[config.mk]
export PLATFORM = sky130hd
export DESIGN_NAME = ptc_top
export DESIGN_NICKNAME = d
export VERILOG_FILES = /design/src/rtl/ptc_pkg.sv /design/src/rtl/ptc_fifo.sv /design/src/rtl/ptc_lport.sv /design/src/rtl/ptc_top.sv
export SDC_FILE = /design/constraint.sdc
export NUM_CORES = 1
export LEC_CHECK = 0
export BUFFER_PORTS_ARGS = -buffer_cell sky130_fd_sc_hd__buf_2
export CAP_MARGIN = 20
export CELL_PAD_IN_SITES_DETAIL_PLACEMENT = 2
export CELL_PAD_IN_SITES_GLOBAL_PLACEMENT = 2
export CORE_MARGIN = 3
export CORE_UTILIZATION = 48
export CTS_CLUSTER_DIAMETER = 150
export DETAILED_ROUTE_END_ITERATION = 12
export PLACE_DENSITY_LB_ADDON = 0.1
export SETUP_SLACK_MARGIN = 0.02
export SLEW_MARGIN = 20
export SYNTH_ARGS = -nofsm -noshare
export SYNTH_HDL_FRONTEND = slang
export SYNTH_SLANG_ARGS = --single-unit
[constraint.sdc]
create_clock -name clk -period 15.81 [get_ports clk]
set_input_delay 3.162 -clock clk [delete_from_list [all_inputs] [get_ports clk]]
set_output_delay 3.162 -clock clk [all_outputs]
set_load 0.02 [all_outputs]
[src/rtl/ptc_pkg.sv]
package ptc_pkg;
  // Source of the request currently owning the local bus
  typedef enum logic [1:0] {SRC_NONE, SRC_WR, SRC_RT, SRC_PF} src_e;
  // Real-time slot life cycle
  typedef enum logic [1:0] {RT_IDLE, RT_PEND, RT_BUSY, RT_DONE} rt_e;
endpackage

[src/rtl/ptc_fifo.sv]
// Synchronous queue with flush; DEPTH must be a power of two, at least 2.
module ptc_fifo #(
  parameter int W     = 8,
  parameter int DEPTH = 8
) (
  input  logic                     clk,
  input  logic                     rst,
  input  logic                     flush,
  input  logic                     push,
  input  logic [W-1:0]             din,
  input  logic                     pop,
  output logic [W-1:0]             dout,
  output logic [$clog2(DEPTH):0]   count,
  output logic                     full,
  output logic                     empty
);
  localparam int PW = $clog2(DEPTH);
  localparam int CW = PW + 1;
  localparam logic [CW-1:0] FULLV = CW'(DEPTH);

  logic [W-1:0]  mem [DEPTH];
  logic [PW-1:0] wp, rp;
  logic          do_push, do_pop;

  assign do_push = push && !full;
  assign do_pop  = pop && !empty;
  assign full    = (count == FULLV);
  assign empty   = (count == '0);
  assign dout    = mem[rp];

  // storage without reset so it can map onto RAM resources
  always_ff @(posedge clk) begin
    if (do_push && !flush) mem[wp] <= din;
  end

  always_ff @(posedge clk) begin
    if (rst || flush) begin
      wp    <= '0;
      rp    <= '0;
      count <= '0;
    end else begin
      if (do_push) wp <= (wp == PW'(DEPTH-1)) ? '0 : wp + 1'b1;
      if (do_pop)  rp <= (rp == PW'(DEPTH-1)) ? '0 : rp + 1'b1;
      case ({do_push, do_pop})
        2'b10:   count <= count + 1'b1;
        2'b01:   count <= count - 1'b1;
        default: count <= count;
      endcase
    end
  end
endmodule

[src/rtl/ptc_lport.sv]
// Local-bus request port: picks one source at a time and holds it until ack.
// Order: posted writes, then the real-time slot, then prefetch.
module ptc_lport #(
  parameter int AW = 32,
  parameter int DW = 32,
  parameter int RW = 2
) (
  input  logic              clk,
  input  logic              rst,
  input  logic              wf_valid,
  input  logic [AW-1:0]     wf_addr,
  input  logic [DW-1:0]     wf_data,
  input  logic [DW/8-1:0]   wf_be,
  input  logic [RW-1:0]     wf_region,
  input  logic              wf_burst,
  input  logic              rt_pend,
  input  logic              rt_we,
  input  logic [AW-1:0]     rt_addr,
  input  logic [DW-1:0]     rt_data,
  input  logic [DW/8-1:0]   rt_be,
  input  logic [RW-1:0]     rt_region,
  input  logic              rt_burst,
  input  logic              pf_want,
  input  logic [AW-1:0]     pf_addr,
  input  logic [RW-1:0]     pf_region,
  input  logic              loc_ack,
  output logic              loc_req,
  output logic              loc_we,
  output logic [AW-1:0]     loc_addr,
  output logic [DW/8-1:0]   loc_be,
  output logic [RW-1:0]     loc_region,
  output logic              loc_burst,
  output logic [DW-1:0]     loc_wdata,
  output ptc_pkg::src_e     issue_src,
  output ptc_pkg::src_e     cur_src,
  output logic              done
);
  import ptc_pkg::*;

  always_comb begin
    issue_src = SRC_NONE;
    if (!loc_req) begin
      if (wf_valid)     issue_src = SRC_WR;
      else if (rt_pend) issue_src = SRC_RT;
      else if (pf_want) issue_src = SRC_PF;
    end
  end

  assign done = loc_req && loc_ack;

  always_ff @(posedge clk) begin
    if (rst) begin
      loc_req    <= 1'b0;
      loc_we     <= 1'b0;
      loc_addr   <= '0;
      loc_be     <= '0;
      loc_region <= '0;
      loc_burst  <= 1'b0;
      loc_wdata  <= '0;
      cur_src    <= SRC_NONE;
    end else if (issue_src != SRC_NONE) begin
      loc_req <= 1'b1;
      cur_src <= issue_src;
      case (issue_src)
        SRC_WR: begin
          loc_we <= 1'b1; loc_addr <= wf_addr; loc_be <= wf_be;
          loc_region <= wf_region; loc_burst <= wf_burst; loc_wdata <= wf_data;
        end
        SRC_RT: begin
          loc_we <= rt_we; loc_addr <= rt_addr; loc_be <= rt_be;
          loc_region <= rt_region; loc_burst <= rt_burst; loc_wdata <= rt_data;
        end
        default: begin
          loc_we <= 1'b0; loc_addr <= pf_addr; loc_be <= '1;
          loc_region <= pf_region; loc_burst <= 1'b1; loc_wdata <= '0;
        end
      endcase
    end else if (done) begin
      loc_req <= 1'b0;
    end
  end
endmodule

[src/rtl/ptc_top.sv]
module ptc_top #(
  parameter int AW         = 32,
  parameter int DW         = 32,
  parameter int RW         = 2,
  parameter int FIFO_BYTES = 32
) (
  input  logic              clk,
  input  logic              rst,
  input  logic              wf_en,
  input  logic              rf_en,
  input  logic              h_req,
  input  logic              h_we,
  input  logic [AW-1:0]     h_addr,
  input  logic [DW/8-1:0]   h_be,
  input  logic [RW-1:0]     h_region,
  input  logic              h_burst,
  input  logic [DW-1:0]     h_wdata,
  output logic              h_ack,
  output logic              h_retry,
  output logic [DW-1:0]     h_rdata,
  output logic              loc_req,
  output logic              loc_we,
  output logic [AW-1:0]     loc_addr,
  output logic [DW/8-1:0]   loc_be,
  output logic [RW-1:0]     loc_region,
  output logic              loc_burst,
  output logic [DW-1:0]     loc_wdata,
  input  logic              loc_ack,
  input  logic [DW-1:0]     loc_rdata
);
  import ptc_pkg::*;

  localparam int BEW   = DW / 8;
  localparam int DEPTH = FIFO_BYTES / BEW;
  localparam int CW    = $clog2(DEPTH) + 1;
  localparam int EW    = RW + 1 + BEW + AW + DW;
  localparam logic [CW-1:0] FULLV = CW'(DEPTH);
  localparam logic [AW-1:0] STEP  = AW'(BEW);

  // posting queue
  logic [EW-1:0] wf_din, wf_dout;
  logic [CW-1:0] wf_count;
  logic          wf_full, wf_empty, wf_push, wf_pop;
  // prefetch queue
  logic [DW-1:0] rf_dout;
  logic [CW-1:0] rf_count;
  logic          rf_full, rf_empty, rf_push, rf_pop, rf_flush;
  // prefetch stream state
  logic          pf_valid, pf_discard, pf_want, pf_busy, pf_done;
  logic [RW-1:0] pf_region;
  logic [AW-1:0] pf_haddr, pf_faddr;
  // real-time slot
  rt_e           rt_st;
  logic          rt_we, rt_burst;
  logic [AW-1:0] rt_addr;
  logic [DW-1:0] rt_wdata, rt_rdata;
  logic [BEW-1:0] rt_be;
  logic [RW-1:0] rt_region;
  // host decode
  logic          use_rt, rt_match, rt_latch, pf_hit, pf_miss, ack_n, wr_accept;
  // local port
  src_e          issue_src, cur_src;
  logic          done;

  assign wf_din = {h_region, h_burst, h_be, h_addr, h_wdata};

  ptc_fifo #(.W(EW), .DEPTH(DEPTH)) u_wfifo (
    .clk(clk), .rst(rst), .flush(1'b0), .push(wf_push), .din(wf_din),
    .pop(wf_pop), .dout(wf_dout), .count(wf_count), .full(wf_full), .empty(wf_empty)
  );

  ptc_fifo #(.W(DW), .DEPTH(DEPTH)) u_rfifo (
    .clk(clk), .rst(rst), .flush(rf_flush), .push(rf_push), .din(loc_rdata),
    .pop(rf_pop), .dout(rf_dout), .count(rf_count), .full(rf_full), .empty(rf_empty)
  );

  // host beat decode: every beat ends in ack or retry
  always_comb begin
    use_rt   = h_we ? !wf_en : !rf_en;
    rt_match = (rt_st == RT_DONE) && (rt_we == h_we) &&
               (rt_addr == h_addr) && (rt_region == h_region);
    pf_hit   = pf_valid && (pf_region == h_region) && (pf_haddr == h_addr);
    rt_latch = 1'b0;
    wf_push  = 1'b0;
    rf_pop   = 1'b0;
    pf_miss  = 1'b0;
    ack_n    = 1'b0;
    if (h_req) begin
      if (use_rt) begin
        if (rt_match) ack_n = 1'b1;
        else if (rt_st == RT_IDLE || rt_st == RT_DONE) rt_latch = 1'b1;
      end else if (h_we) begin
        if (!wf_full) begin
          wf_push = 1'b1;
          ack_n   = 1'b1;
        end
      end else if (pf_hit) begin
        if (!rf_empty) begin
          rf_pop = 1'b1;
          ack_n  = 1'b1;
        end
      end else begin
        pf_miss = 1'b1;
      end
    end
    wr_accept = ack_n && h_we;
    rf_flush  = !rf_en || wr_accept || pf_miss;
  end

  assign wf_pop  = done && (cur_src == SRC_WR);
  assign pf_busy = loc_req && (cur_src == SRC_PF);
  assign pf_done = done && (cur_src == SRC_PF);
  assign pf_want = pf_valid && !rf_flush && (rf_count < FULLV);
  assign rf_push = pf_done && !pf_discard && !rf_flush;

  ptc_lport #(.AW(AW), .DW(DW), .RW(RW)) u_lport (
    .clk(clk), .rst(rst),
    .wf_valid(!wf_empty),
    .wf_addr(wf_dout[DW +: AW]), .wf_data(wf_dout[DW-1:0]),
    .wf_be(wf_dout[DW+AW +: BEW]), .wf_region(wf_dout[EW-1 -: RW]),
    .wf_burst(wf_dout[DW+AW+BEW]),
    .rt_pend(rt_st == RT_PEND), .rt_we(rt_we), .rt_addr(rt_addr),
    .rt_data(rt_wdata), .rt_be(rt_be), .rt_region(rt_region), .rt_burst(rt_burst),
    .pf_want(pf_want), .pf_addr(pf_faddr), .pf_region(pf_region),
    .loc_ack(loc_ack), .loc_req(loc_req), .loc_we(loc_we), .loc_addr(loc_addr),
    .loc_be(loc_be), .loc_region(loc_region), .loc_burst(loc_burst),
    .loc_wdata(loc_wdata), .issue_src(issue_src), .cur_src(cur_src), .done(done)
  );

  // prefetch stream tracking
  always_ff @(posedge clk) begin
    if (rst) begin
      pf_valid   <= 1'b0;
      pf_discard <= 1'b0;
      pf_region  <= '0;
      pf_haddr   <= '0;
      pf_faddr   <= '0;
    end else begin
      if (rf_flush) begin
        pf_valid  <= pf_miss;
        pf_region <= h_region;
        pf_haddr  <= h_addr;
        pf_faddr  <= h_addr;
      end else begin
        if (rf_pop)  pf_haddr <= pf_haddr + STEP;
        if (rf_push) pf_faddr <= pf_faddr + STEP;
      end
      // a fetch in flight across a flush returns stale data: drop it
      if (pf_done)                  pf_discard <= 1'b0;
      else if (rf_flush && pf_busy) pf_discard <= 1'b1;
    end
  end

  // real-time slot
  always_ff @(posedge clk) begin
    if (rst) begin
      rt_st     <= RT_IDLE;
      rt_we     <= 1'b0;
      rt_burst  <= 1'b0;
      rt_addr   <= '0;
      rt_wdata  <= '0;
      rt_rdata  <= '0;
      rt_be     <= '0;
      rt_region <= '0;
    end else if (rt_latch) begin
      rt_st     <= RT_PEND;
      rt_we     <= h_we;
      rt_burst  <= h_burst;
      rt_addr   <= h_addr;
      rt_wdata  <= h_wdata;
      rt_be     <= h_be;
      rt_region <= h_region;
    end else if (h_req && use_rt && rt_match) begin
      rt_st <= RT_IDLE;
    end else if (issue_src == SRC_RT) begin
      rt_st <= RT_BUSY;
    end else if (done && cur_src == SRC_RT) begin
      rt_st    <= RT_DONE;
      rt_rdata <= loc_rdata;
    end
  end

  // registered host response
  always_ff @(posedge clk) begin
    if (rst) begin
      h_ack   <= 1'b0;
      h_retry <= 1'b0;
      h_rdata <= '0;
    end else begin
      h_ack   <= ack_n;
      h_retry <= h_req && !ack_n;
      if (ack_n && !h_we) h_rdata <= use_rt ? rt_rdata : rf_dout;
    end
  end
endmodule

==> results.yml <==
synth:
  synthTopCellsByCount: "824 x edfxtp_1, 307 x dfxtp_1, 291 x nand2_1"
  synth_top_cell_by_area: "edfxtp_1"
  synth_ff_type: "edfxtp_1"
  synth_top_family_by_area: "multiplexers"
  yosysUniqueCellTypes: 68
  yosys_register_bits: 1131
  synth_compound_area_share_pct: 5.73
  synth-edff-count: 824
  yosysWarningCount: 0
  avgSynthCellArea_um2: 15.1
  synth_top_area_share_pct: 54.4
  synthXorXnorAreaFrac_pct: 2.06
  async_reset_ff_share_pct: 0
  synth_nets: 3148
  synth_area_leaders: "edfxtp_1 54%, dfxtp_1 14%, mux4_2 10%, mux2i_1 3.5%, nand2_1 2.4%"
  yosysSeqAreaShare_pct: 67.9
  yosys.cell_count.top_type: "edfxtp_1"
  synth-simple-area-share_pct: 7.43
  synth_fa_ha_area_share_pct: 0.583
  synthMuxAreaShare_pct: 14.2
  syn_area_mm2: 0.0455
  netlist_instances: 3018
setup_path:
  critical_path_class: "in2reg"
  worstSetupStartpointType: "primary input"
  cp_max_fo: 47
  worstPathArrival_ns: 6.78
  cp_slowest_cell: "buf_4"
  crit_chain: "buf_2 -> xnor2_1 -> nand4_1 -> nor4_4 -> a31o_4 -> and3_2 -> buf_4 -> nand3_1 -> nor3_2 -> buf_4"
  required_ns: 16.15
  cp_top_family: "simple AND/OR/NAND/NOR gates"
  cpMostUsedCell: "buf_4"
  endpoint_kind: "register"
  critPathMaxStageDelay_ns: 0.53
  path_buf_inv: 3
sta:
  worstMarginPinSlew_ns: 1.22
  clock_skew_ns: 0.0323
  finalHoldViolations: 0
  drv_slew: 0
  fmax_mhz: 155
  fin_crit_sh_pct: 40.7
  max-slew-margin-rel_pct: 19.0
  fin_crit_ns: 6.44
  rsz0062_at_grt: "no"
  setup_tns_ns: 0
  finalSetupViolCount: 0
floorplanning:
  die_area_mm2: 0.0985
  ios: 217
  fp-row-count: 112
  fp.dieH_um: 314
  core_area_mm2: 0.0936
  initial_core_util_pct: 48.6
  die_w_um: 314
clocking:
  clk_pin_slew_worst_paths_ns: 0.06
  clock_sinks: 1131
  post-cts-setup-buffers: 0
  cts_tree: "done"
  root_buffer: "clkbuf_16"
  clk_path_buf_depth: 3
  clock_latency_ns: 0.72
  holdBufCountCts: 0
  cts.repair.resized: 0
  htreeDepth: 3
  numCtsBuffers: 117
placed_design:
  hpwl_mm: 84.5
  dp.cells: 4345
  gp_congestion: 0.870
  io_buffers: 216
layout:
  area_delta_synth_final_pct: 13.4
  fin_nets: 3341
  final_cells: 4580
  drive_above_1_share_pct: 21.5
  multi_input_area_mm2: 0.0138
  nFillCells: 8413
  utilization_pct: 55.1
  seq_area_mm2: 0.0309
power_and_ir_drop:
  p_leak_uw: 0.0169
  peakVddDrop_mv: 0.0958
  power_density_mw_per_mm2: 124
global_route:
  grt_pass1_vias: 31800
  grt_max_degree: 103
  antenna_found_initial: 26
  grt.total_usage_pct: 28.8
  grt_overflow: 0
  grt_pass1_wl_mm: 211
drt:
  wl_mm: 144
  wire_per_inst_um: 31.3
  wl_met2_mm: 74.5
  wl_met3_mm: 8.09
  wl_met1_mm: 57.2
  highest_layer: "met5"
  ant_nets: 0
  drc: 0
  vias: 28200
  dr.pass1.iters: 5
  drtIter0Drc: 2350
  vias_per_cell: 6.17
status:
  outcome: "finished clean"
min_path:
  hold_class: "reg2reg"
flow_run:
  drv_cap: 0
[layer usage]
layer,up-vias,global-route usage (%)
met2,900,50.5
li1,12000,-
met5,-,0
met4,18,8.79
met1,15100,36.4
met3,233,5.23
[report_power, final]
| part | internal [µW] | switching (µW) |
|---|---|---|
| combinational | 124 | 302 |
| clock | 1500 | 1180 |
| sequential | 3230 | 55.2 |
| total | 4860 | 1540 |
[cell usage in the layout (no fill, tap or decap), types with 22 or more instances in the layout]
cell       synthesis  final
edfxtp_1         824    824
dfxtp_1          307    301
nand2_1          291    291
buf_2             59    215
mux4_2           206    206
nor2_1           181    176
mux2i_1          159    159
a21oi_1          150    149
o21ai_0          124    124
clkbuf_16          0    120
xnor2_1           92     92
nand3_1           59     59
nand4_1           49     49
buf_4              9     49
clkbuf_1         106     48
a22oi_1           41     41
nor3_1            40     33
a31oi_1           25     24
inv_1             22     22
[metrics by stage]
step | area, µm² | hold WS, ns | total power, µW | setup slack, ns
after floorplan | 45500 | 0.436 | 3570 | 4.01
after global placement | 47900 | 0.442 | 3740 | 8.82
after detailed placement | 47900 | 0.456 | 3770 | 8.72
after CTS | 51600 | 0.467 | 6430 | 9.46
after global routing | 51600 | 0.486 | 6600 | 9.21
final | 51600 | 0.466 | 6390 | 9.37
[logic make-up after synthesis]
| family | Yosys count |
|---|---|
| xor gates and xnor gates | 106 |
| muxes | 384 |
| and+or+nand+nor | 732 |
| DFF | 1131 |
| buffers and inverters | 216 |
| adders and majority gates | 20 |
| AOI/OAI and AO/OA | 429 |
[area by class of cell]
| class | instances | area share (%) |
|---|---|---|
| Sequential cell | 1131 | 59.9 |
| Multi-Input combinational cell | 1671 | 26.8 |
| Clock buffer | 186 | 6.65 |
| Tap cell | 1254 | 3.04 |
| Timing Repair Buffer | 268 | 2.94 |
| Clock inverter | 36 | 0.473 |
| Inverter | 22 | 0.160 |
| Antenna cell | 12 | 0.0582 |
[registers in the layout (all words and copies together), names as in the netlist, 2 cells and up, named ones only]
signal              flops
u_rfifo.wp              3
h_rdata                32
u_wfifo.count           4
u_rfifo.count           4
u_rfifo.rp              3
u_wfifo.wp              3
pf_haddr               31
rt_region               2
u_lport.loc_region      2
u_wfifo.rp              3
rt_wdata               32
pf_region               2
pf_faddr               31
u_rfifo.mem           256
u_lport.cur_src         2
rt_rdata               32
u_wfifo.mem           568
rt_addr                32
rt_be                   4
u_lport.loc_addr       32
u_lport.loc_be          4
rt_st                   2
u_lport.loc_wdata      32
[worst min-delay path, stage by stage (launching register included)]
cell and delay, ns:
dfxtp_1 0.31, nand2_1 0.05, a21oi_1 0.06
[worst paths after layout]
check                    from            endpoint  slack (ns)  depth (start not counted)
max               h_region[1]  u_rfifo.mem[1][26]        9.37                         10
min reg2reg      rt_wdata[12]        rt_wdata[12]        0.47                          2
max reg2reg  u_wfifo.count[0]  u_rfifo.mem[1][26]       11.57                          8
min              rt_wdata[12]        rt_wdata[12]        0.47                          2
Note: power is estimated with default switching activity, not from simulation.
